## config.mk

```make
export PLATFORM = sky130hd
export DESIGN_NAME = ihc_track
export DESIGN_NICKNAME = d
export VERILOG_FILES = /design/src/rtl/ihc_pkg.sv /design/src/rtl/ihc_track.sv
export SDC_FILE = /design/constraint.sdc
export NUM_CORES = 1
export LEC_CHECK = 0
export BUFFER_PORTS_ARGS = -buffer_cell sky130_fd_sc_hd__buf_2
export CELL_PAD_IN_SITES_DETAIL_PLACEMENT = 1
export CELL_PAD_IN_SITES_GLOBAL_PLACEMENT = 2
export CORE_UTILIZATION = 37
export DETAILED_ROUTE_END_ITERATION = 8
export PLACE_DENSITY_LB_ADDON = 0.1
export SYNTH_ARGS = -nofsm -noshare
export SYNTH_HDL_FRONTEND = slang
export SYNTH_SLANG_ARGS = --single-unit
```

## constraint.sdc

```tcl
create_clock -name clk -period 7.9 [get_ports clk]
set_clock_uncertainty 0.1 [all_clocks]
set_input_delay 0.79 -clock clk [delete_from_list [all_inputs] [get_ports clk]]
set_output_delay 0.79 -clock clk [all_outputs]
set_load 0.03 [all_outputs]
```

## src/rtl/ihc_pkg.sv

```systemverilog
`timescale 1ns/1ps
package ihc_pkg;

  localparam int KIND_W     = 3;
  localparam int CODE_W     = 5;
  localparam int NUM_RULES  = 17;
  localparam int WIN_SLOTS  = 3;   // delay window length after branch / switch
  localparam int SFU_LAT    = 2;   // special-function result distance
  localparam int END_SLOTS  = 2;   // instructions after the program-end switch
  localparam int RESET_DIST = 10;  // recorded indices start this far back

  typedef enum logic [KIND_W-1:0] {
    KIND_OTHER = 3'd0,
    KIND_TEX   = 3'd1,
    KIND_SFU   = 3'd2,
    KIND_VPM   = 3'd3,
    KIND_TILE  = 3'd4,
    KIND_SYNC  = 3'd5
  } unit_kind_e;

  typedef enum logic [CODE_W-1:0] {
    E_NONE         = 5'd0,
    E_VARY_UNIF    = 5'd1,
    E_UNIF_MIX     = 5'd2,
    E_SFU_SWWIN    = 5'd3,
    E_VARY_SWWIN   = 5'd4,
    E_R4RD_EARLY   = 5'd5,
    E_R4WR_EARLY   = 5'd6,
    E_SFU_EARLY    = 5'd7,
    E_MULTI_UNIT   = 5'd8,
    E_SW_BRWIN     = 5'd9,
    E_DOUBLE_MARK  = 5'd10,
    E_SW_CLOSE     = 5'd11,
    E_RF_AFTER_END = 5'd12,
    E_WAIT_LAST    = 5'd13,
    E_BR_BRWIN     = 5'd14,
    E_BR_SWWIN     = 5'd15,
    E_NO_MARK      = 5'd16,
    E_NO_END       = 5'd17
  } err_code_e;

endpackage

```

## src/rtl/ihc_track.sv

```systemverilog
`timescale 1ns/1ps
module ihc_track
  import ihc_pkg::*;
#(
  parameter int IDX_W = 16
) (
  input  logic             clk,
  input  logic             rst_n,
  input  logic             single_seg,
  input  logic             acc,
  input  logic             is_alu,
  input  logic             is_branch,
  input  logic             thrsw,
  input  logic             sfu_any,
  input  logic             vary,
  input  logic             u_any,
  input  logic             a_any,
  output logic [IDX_W-1:0] cur_idx,
  output logic             in_br_win,
  output logic             in_sw_win,
  output logic             sfu_close,
  output logic             sw_consec,
  output logic             prev_vary,
  output logic             prev_u,
  output logic             prev_a,
  output logic             last_found,
  output logic             thrend,
  output logic             end_win,
  output logic             end_last,
  output logic [1:0]       sw_cnt
);
  localparam int DW = IDX_W + 2;
  localparam logic signed [DW-1:0] RST_S = -DW'(RESET_DIST);
  localparam logic signed [DW-1:0] WIN_S = DW'(WIN_SLOTS);
  localparam logic signed [DW-1:0] LAT_S = DW'(SFU_LAT);
  localparam logic signed [DW-1:0] END_S = DW'(END_SLOTS);
  localparam logic signed [DW-1:0] ONE_S = DW'(1);

  logic signed [DW-1:0] br_rec, sw_rec, sfu_rec;
  logic signed [DW-1:0] cur_s, d_br, d_sw, d_sfu, d_end, sw_rec_nxt;
  logic                 is_sw, sw_open, thrend_nxt;

  assign cur_s = $signed({2'b00, cur_idx});
  assign d_br  = cur_s - br_rec;
  assign d_sw  = cur_s - sw_rec;
  assign d_sfu = cur_s - sfu_rec;

  assign in_br_win = d_br < WIN_S;
  assign in_sw_win = d_sw < WIN_S;
  assign sfu_close = d_sfu < LAT_S;
  assign sw_consec = thrsw && (d_sw == ONE_S);

  assign is_sw      = acc & is_alu & thrsw;
  assign sw_open    = is_sw & ~sw_consec;
  assign sw_rec_nxt = sw_open ? cur_s : sw_rec;
  assign thrend_nxt = thrend | (is_sw & last_found);
  assign d_end      = cur_s - sw_rec_nxt;
  assign end_win    = thrend_nxt && (d_end <= END_S);
  assign end_last   = thrend_nxt && (d_end == END_S);

  always_ff @(posedge clk) begin
    if (!rst_n) begin
      cur_idx    <= '0;
      br_rec     <= RST_S;
      sw_rec     <= RST_S;
      sfu_rec    <= RST_S;
      last_found <= single_seg;
      thrend     <= 1'b0;
      sw_cnt     <= 2'd0;
      prev_vary  <= 1'b0;
      prev_u     <= 1'b0;
      prev_a     <= 1'b0;
    end else if (acc) begin
      cur_idx   <= cur_idx + 1'b1;
      prev_vary <= is_alu & vary;
      prev_u    <= is_alu & u_any;
      prev_a    <= is_alu & a_any;
      sw_rec    <= sw_rec_nxt;
      thrend    <= thrend_nxt;
      if (is_branch) br_rec <= cur_s;
      if (is_alu && sfu_any) sfu_rec <= cur_s;
      if (is_sw && sw_consec) last_found <= 1'b1;
      if (sw_open && sw_cnt != 2'd2) sw_cnt <= sw_cnt + 2'd1;
    end
  end


  marker_sticky_chk: assert property (@(posedge clk) disable iff (!rst_n)
    last_found |=> last_found);


  end_sticky_chk: assert property (@(posedge clk) disable iff (!rst_n)
    thrend |=> thrend);


  cnt_mono_chk: assert property (@(posedge clk) disable iff (!rst_n)
    (sw_cnt != 2'd0) |=> (sw_cnt >= $past(sw_cnt)));


  idle_hold_chk: assert property (@(posedge clk) disable iff (!rst_n)
    !acc |=> $stable(cur_idx));

endmodule

```

Word level (Yosys, flattened, before mapping). Index checks and enable logic that the tools add are counted.

Register bits: 77. Input port bits: 11. Logic and storage cells: 48.

$add $sub $neg: 6. Magnitude comparators: 4. Equal/unequal tests: 5. Multiplexer cells: 4. Bitwise logic cells: 9. Reduce and logical (&&, ||, !) cells: 10.

Operators by type and width (count): $sub A17 B18 Y18 (4); $lt A18 B3 Y1 const B (3); $eq A18 B2 Y1 const B (1); $eq A18 B3 Y1 const B (1); $le A18 B3 Y1 const B (1); $mux W18 (1); $add A16 B1 Y16 const B (1); $reduce_and A2 Y1 (4); $and A1 B1 Y1 (7); $logic_and A1 B1 Y1 (6); $ne A2 B1 Y1 const B (2); $mux W1 (3); $add A2 B1 Y2 const B (1); $ne A2 B2 Y1 const B (1); $not A1 Y1 (1); $or A1 B1 Y1 (1).

Depth between registers and ports, before layout.
Word-level depth: 9. Depth in mapped cells: 30. Depth with buffers taken out: 28.

Worst setup path before layout. Ideal clock, no wire load.

Kind: register to output. Start: register cur_idx[1]. End: output end_last. Arrival time: 6.091 ns. Required time: 7.010 ns. Slack: 0.919 ns. Cell stages (with the launch flop): 26. Buffers on the path: 1. Cell sequence: dfxtp_1 ha_1 nor2b_1 o2111a_1 or3_4 a2111oi_4 nand4_2 nor4_4 nand3_1 nand2_1 buf_2 nor2_1 a21oi_1 ha_1 nor2b_1 o21ai_0 a21boi_0 nor2_1 maj3_1 o21ai_0 a222oi_1 mux2i_1 a211oi_2 nand4_1 nor4_2 and3_1.

Cells in the longest elaborated chain, start to end: 9.

Ends and longest elaborated chain: start, declared (line ihc_track.sv:18) `output logic [IDX_W-1:0] cur_idx,`; start signal, assigned (line ihc_track.sv:74) `cur_idx <= cur_idx + 1'b1;`; $sub A17 B18 Y18 (line ihc_track.sv:45) `assign d_sw = cur_s - sw_rec;`; $eq A18 B2 Y1 (line ihc_track.sv:51) `assign sw_consec = thrsw && (d_sw == ONE_S);`; $logic_and A1 B1 Y1 (line ihc_track.sv:51); $not A1 Y1 (line ihc_track.sv:54) `assign sw_open = is_sw & ~sw_consec;`; $and A1 B1 Y1 (line ihc_track.sv:54); $mux W18 (line ihc_track.sv:55) `assign sw_rec_nxt = sw_open ? cur_s : sw_rec;`; $sub A17 B18 Y18 * (line ihc_track.sv:57) `assign d_end = cur_s - sw_rec_nxt;`; $eq A18 B3 Y1 * (line ihc_track.sv:59) `assign end_last = thrend_nxt && (d_end == END_S);`; $logic_and A1 B1 Y1 * (line ihc_track.sv:59); end, declared (line ihc_track.sv:29) `output logic end_last,`.

Every way passes the cells marked *; elsewhere a longest branch is shown, timed or not.

Final worst setup path.
Start: register cur_idx[0]. End: output end_last.

Same word-level chain as after synthesis.

==> flow_metrics.py <==
metrics = {
    "status": {
        "status": "complete, but fails checks",
        "violations": "design-rule violations",
    },
    "floorplan": {
        "ioPinCount": 40,
        "die_h_um": 138,
        "die_area_mm2": 0.0192,
        "coreArea_mm2": 0.0181,
        "dieWidth_um": 138,
        "start_util_pct": 38.1,
        "fp-row-count": 49,
    },
    "final_layout": {
        "layout_commonest_cell": "nand2_1",
        "multi_input_area_mm2": 0.00504,
        "final_cell_mix": "108 x nand2_1, 86 x inv_1, 72 x dfxtp_1",
        "areaGrowthSynthToFinish_pct": 14.3,
        "nFillCells": 2228,
        "utilization_pct": 43.5,
        "regArea_mm2": 0.00151,
        "layout-drive-gt1-share_pct": 14.0,
        "fin_nets": 1027,
        "instances_no_fill": 1182,
    },
    "global_route": {
        "use_met3_pct": 4.23,
        "grt_max_degree": 77,
        "grt_overflow": 0,
        "top_usage_layer": "met2",
        "grt.total_usage_pct": 26.0,
        "grt_antenna_before_repair": 0,
        "grt_pass1_vias": 6897,
        "grt_use_met1_pct": 35.2,
        "grt_first_pass_wirelength_um": 38600,
        "gr-usage-met2_pct": 42.9,
    },
    "clock_network": {
        "cts_tree": "built",
        "cts_buffers": 9,
        "clk_pin_slew_worst_paths_ns": 0.06,
        "clockBufferDepth": 2,
        "clk_latency_ns": 0.35,
        "cts-root-buf": "clkbuf_16",
        "htreeDepth": 3,
        "cts_sinks": 75,
        "ctsHoldBuffers": 0,
    },
    "power_and_ir_drop": {
        "p_total_mw": 1.10,
        "ir_drop_uv": 116,
        "powerDensity_mw_per_mm2": 139,
        "p_leak_nw": 3.56,
    },
    "critical_path": {
        "critPathLaunchType": "register",
        "crit_arrival_ns": 6.74,
        "crit_slowest_cell": "fa_1",
        "critPathBufInv": 3,
        "cp_max_fo": 8,
        "cp-end-kind": "output pin",
        "path_delay_family": "simple AND/OR/NAND/NOR gates",
        "max_stage_delay_ns": 0.41,
        "critical_path_required_ns": 7.01,
        "crit_type": "reg -> out",
    },
    "timing": {
        "timing.final.ws_setup_ns": 0.266,
        "finalHoldViolCount": 0,
        "timing.final.crit_share_pct": 96.6,
        "fmax_ghz": 0.131,
        "setup-tns-final_ns": 0,
        "setup_viol": 0,
        "worst_pin_slew_ns": 1.07,
        "max_slew_margin_pct": 28.7,
        "finalWorstPathRequiredPeriod_ns": 7.63,
        "final_max_slew_viol_count": 0,
    },
    "routing": {
        "via_per_inst": 5.82,
        "postRouteAntennaNets": 0,
        "vias": 6874,
        "drt-pass1-iter-count": 9,
        "wire_per_inst_um": 20.9,
        "wirelength_um": 24700,
        "drtIter0Drc": 446,
        "drc": 8,
    },
    "yosys": {
        "syn_avg_cell_area_um2": 7.59,
        "syn_area_mm2": 0.00689,
        "ys.flop_type": "dfxtp_1",
        "ys_warn_count": 0,
        "post-synth-top-area-cell": "dfxtp_1",
        "synth.area.top_cells": "dfxtp_1 21%, ha_1 12%, nand2_1 5.9%",
        "ys_types": 79,
        "synthArstFlopShare_pct": 0,
        "synth_top_area_share_pct": 21.5,
        "syn_inst": 908,
        "synth_seq_cells": 75,
        "synth_nets": 988,
        "synth_edf_count": 1,
        "seq_area_frac_synth_pct": 21.9,
    },
    "place": {
        "placedCellCount": 1161,
        "place_ws_ns": 0.127,
        "placement.io_buffers": 39,
        "dp_hpwl_um": 18700,
        "gp_congestion": 0.929,
    },
    "hold_path": {
        "hold_class": "reg -> reg",
    },
    "flow_run": {
        "maxCapViolations": 0,
    },
}
-- Yosys cell counts (3+ instances only) --
master / count
nand2_1: 109
inv_1: 86
dfxtp_1: 74
ha_1: 65
a21oi_1: 58
nor2_1: 53
o21ai_0: 53
o211ai_1: 34
clkbuf_1: 30
mux2i_1: 27
xnor2_1: 27
nor3_1: 24
nand3_1: 21
and2_1: 20
nand2b_1: 17
a21o_1: 14
and3_1: 13
nor2b_1: 12
xor2_1: 12
a21boi_0: 11
nand4_1: 11
a211oi_1: 9
a31oi_1: 8
o21a_1: 7
or3_1: 7
o21bai_1: 6
o221ai_1: 5
buf_2: 4
fa_1: 4
o22ai_1: 4
o31ai_1: 4
o32ai_1: 4
or2_2: 4
a2111oi_0: 3
a211oi_2: 3
and4_1: 3
mux2_2: 3
nor3b_1: 3
nor4b_1: 3
o2111ai_1: 3
o311ai_0: 3
-- final timing paths --
kind / from / to / slack, ns / depth (start not counted)
worst min register to register: sfu_rec[0]$_SDFFE_PN0P_ / sfu_rec[0]$_SDFFE_PN0P_ / 0.38 / 2
worst max-delay path: cur_idx[0]$_SDFFE_PN0P_ / end_last / 0.27 / 25
worst max register to register: cur_idx[0]$_SDFFE_PN0P_ / sw_rec[13]$_SDFFE_PN1P_ / 4.04 / 14
worst min-delay path: sfu_rec[0]$_SDFFE_PN0P_ / sfu_rec[0]$_SDFFE_PN0P_ / 0.38 / 2
-- per-stage QoR --
stage,hold WS [ns],instance area [µm²]
global placement,0.355,7380
floorplan,0.343,6890
global route,0.410,7870
CTS,0.382,7730
finish,0.377,7880
detailed placement,0.372,7380
-- metal layers --
metal | vias up | routed length (µm)
met5 | - | 0
met4 | 0 | 417
met3 | 31 | 981
met2 | 111 | 11600
met1 | 3402 | 11700
li1 | 3330 | -
-- final cells by class --
cell class	count	area share [%]
multi-input cells	711	64.0
flip-flops and latches	75	19.2
repair buffers	64	4.91
inverters	86	4.10
well taps	229	3.64
clock buffers	10	3.03
clock inverters	6	1.11
diodes	1	0.0318
-- state kept, by name (all words and copies together) (netlist names) --
signal      cells
prev_a          1
prev_vary       1
cur_idx        16
prev_u          1
br_rec         17
sw_cnt          2
sfu_rec        17
thrend          1
last_found      1
sw_rec         18
-- worst register-to-register path, cell delays in order, from the launching register on --
cell       delay, ns
dfxtp_2         0.39
inv_1           0.17
ha_1            0.27
fa_1            0.41
nor2b_1         0.18
o2111ai_2       0.16
a21o_1          0.24
a2111oi_4       0.34
nand4_2         0.16
nor4_4          0.35
nand3_2         0.17
nand2_2         0.17
buf_6           0.22
mux2i_1         0.29
nand2_1         0.09
-- timing repair --
| action | in CTS | in global routing |
|---|---|---|
| buffers inserted | 0 | 4 |
| gates resized for setup | 7 | 32 |
| pin swaps | 0 | 5 |
| endpoints found under the setup margin | 2 | 2 |
-- logic make-up (layout without fill, tap and decap cells) --
group / Yosys count / after routing / synth area share, %
xor+xnor: 39 / 39 / 4.96
simple gates: 315 / 315 / 23.1
compound gates: 257 / 257 / 25.5
buf+inv: 122 / 166 / 6.94
mux: 30 / 30 / 4.41
other cells: 0 / 1 / 0
fa+ha+maj: 70 / 70 / 13.1
flops: 75 / 75 / 21.9
-- report_power, final --
group / internal (mW) / switching (mW) / total, mW / leakage [nW]
Combinational: 0.0813 / 0.135 / 0.216 / 2.78
Sequential: 0.396 / 0.0135 / 0.410 / 0.617
Clock: 0.286 / 0.184 / 0.469 / 0.159
Total: 0.763 / 0.332 / 1.10 / 3.56
No activity file was read; power rests on OpenSTA's default activity.
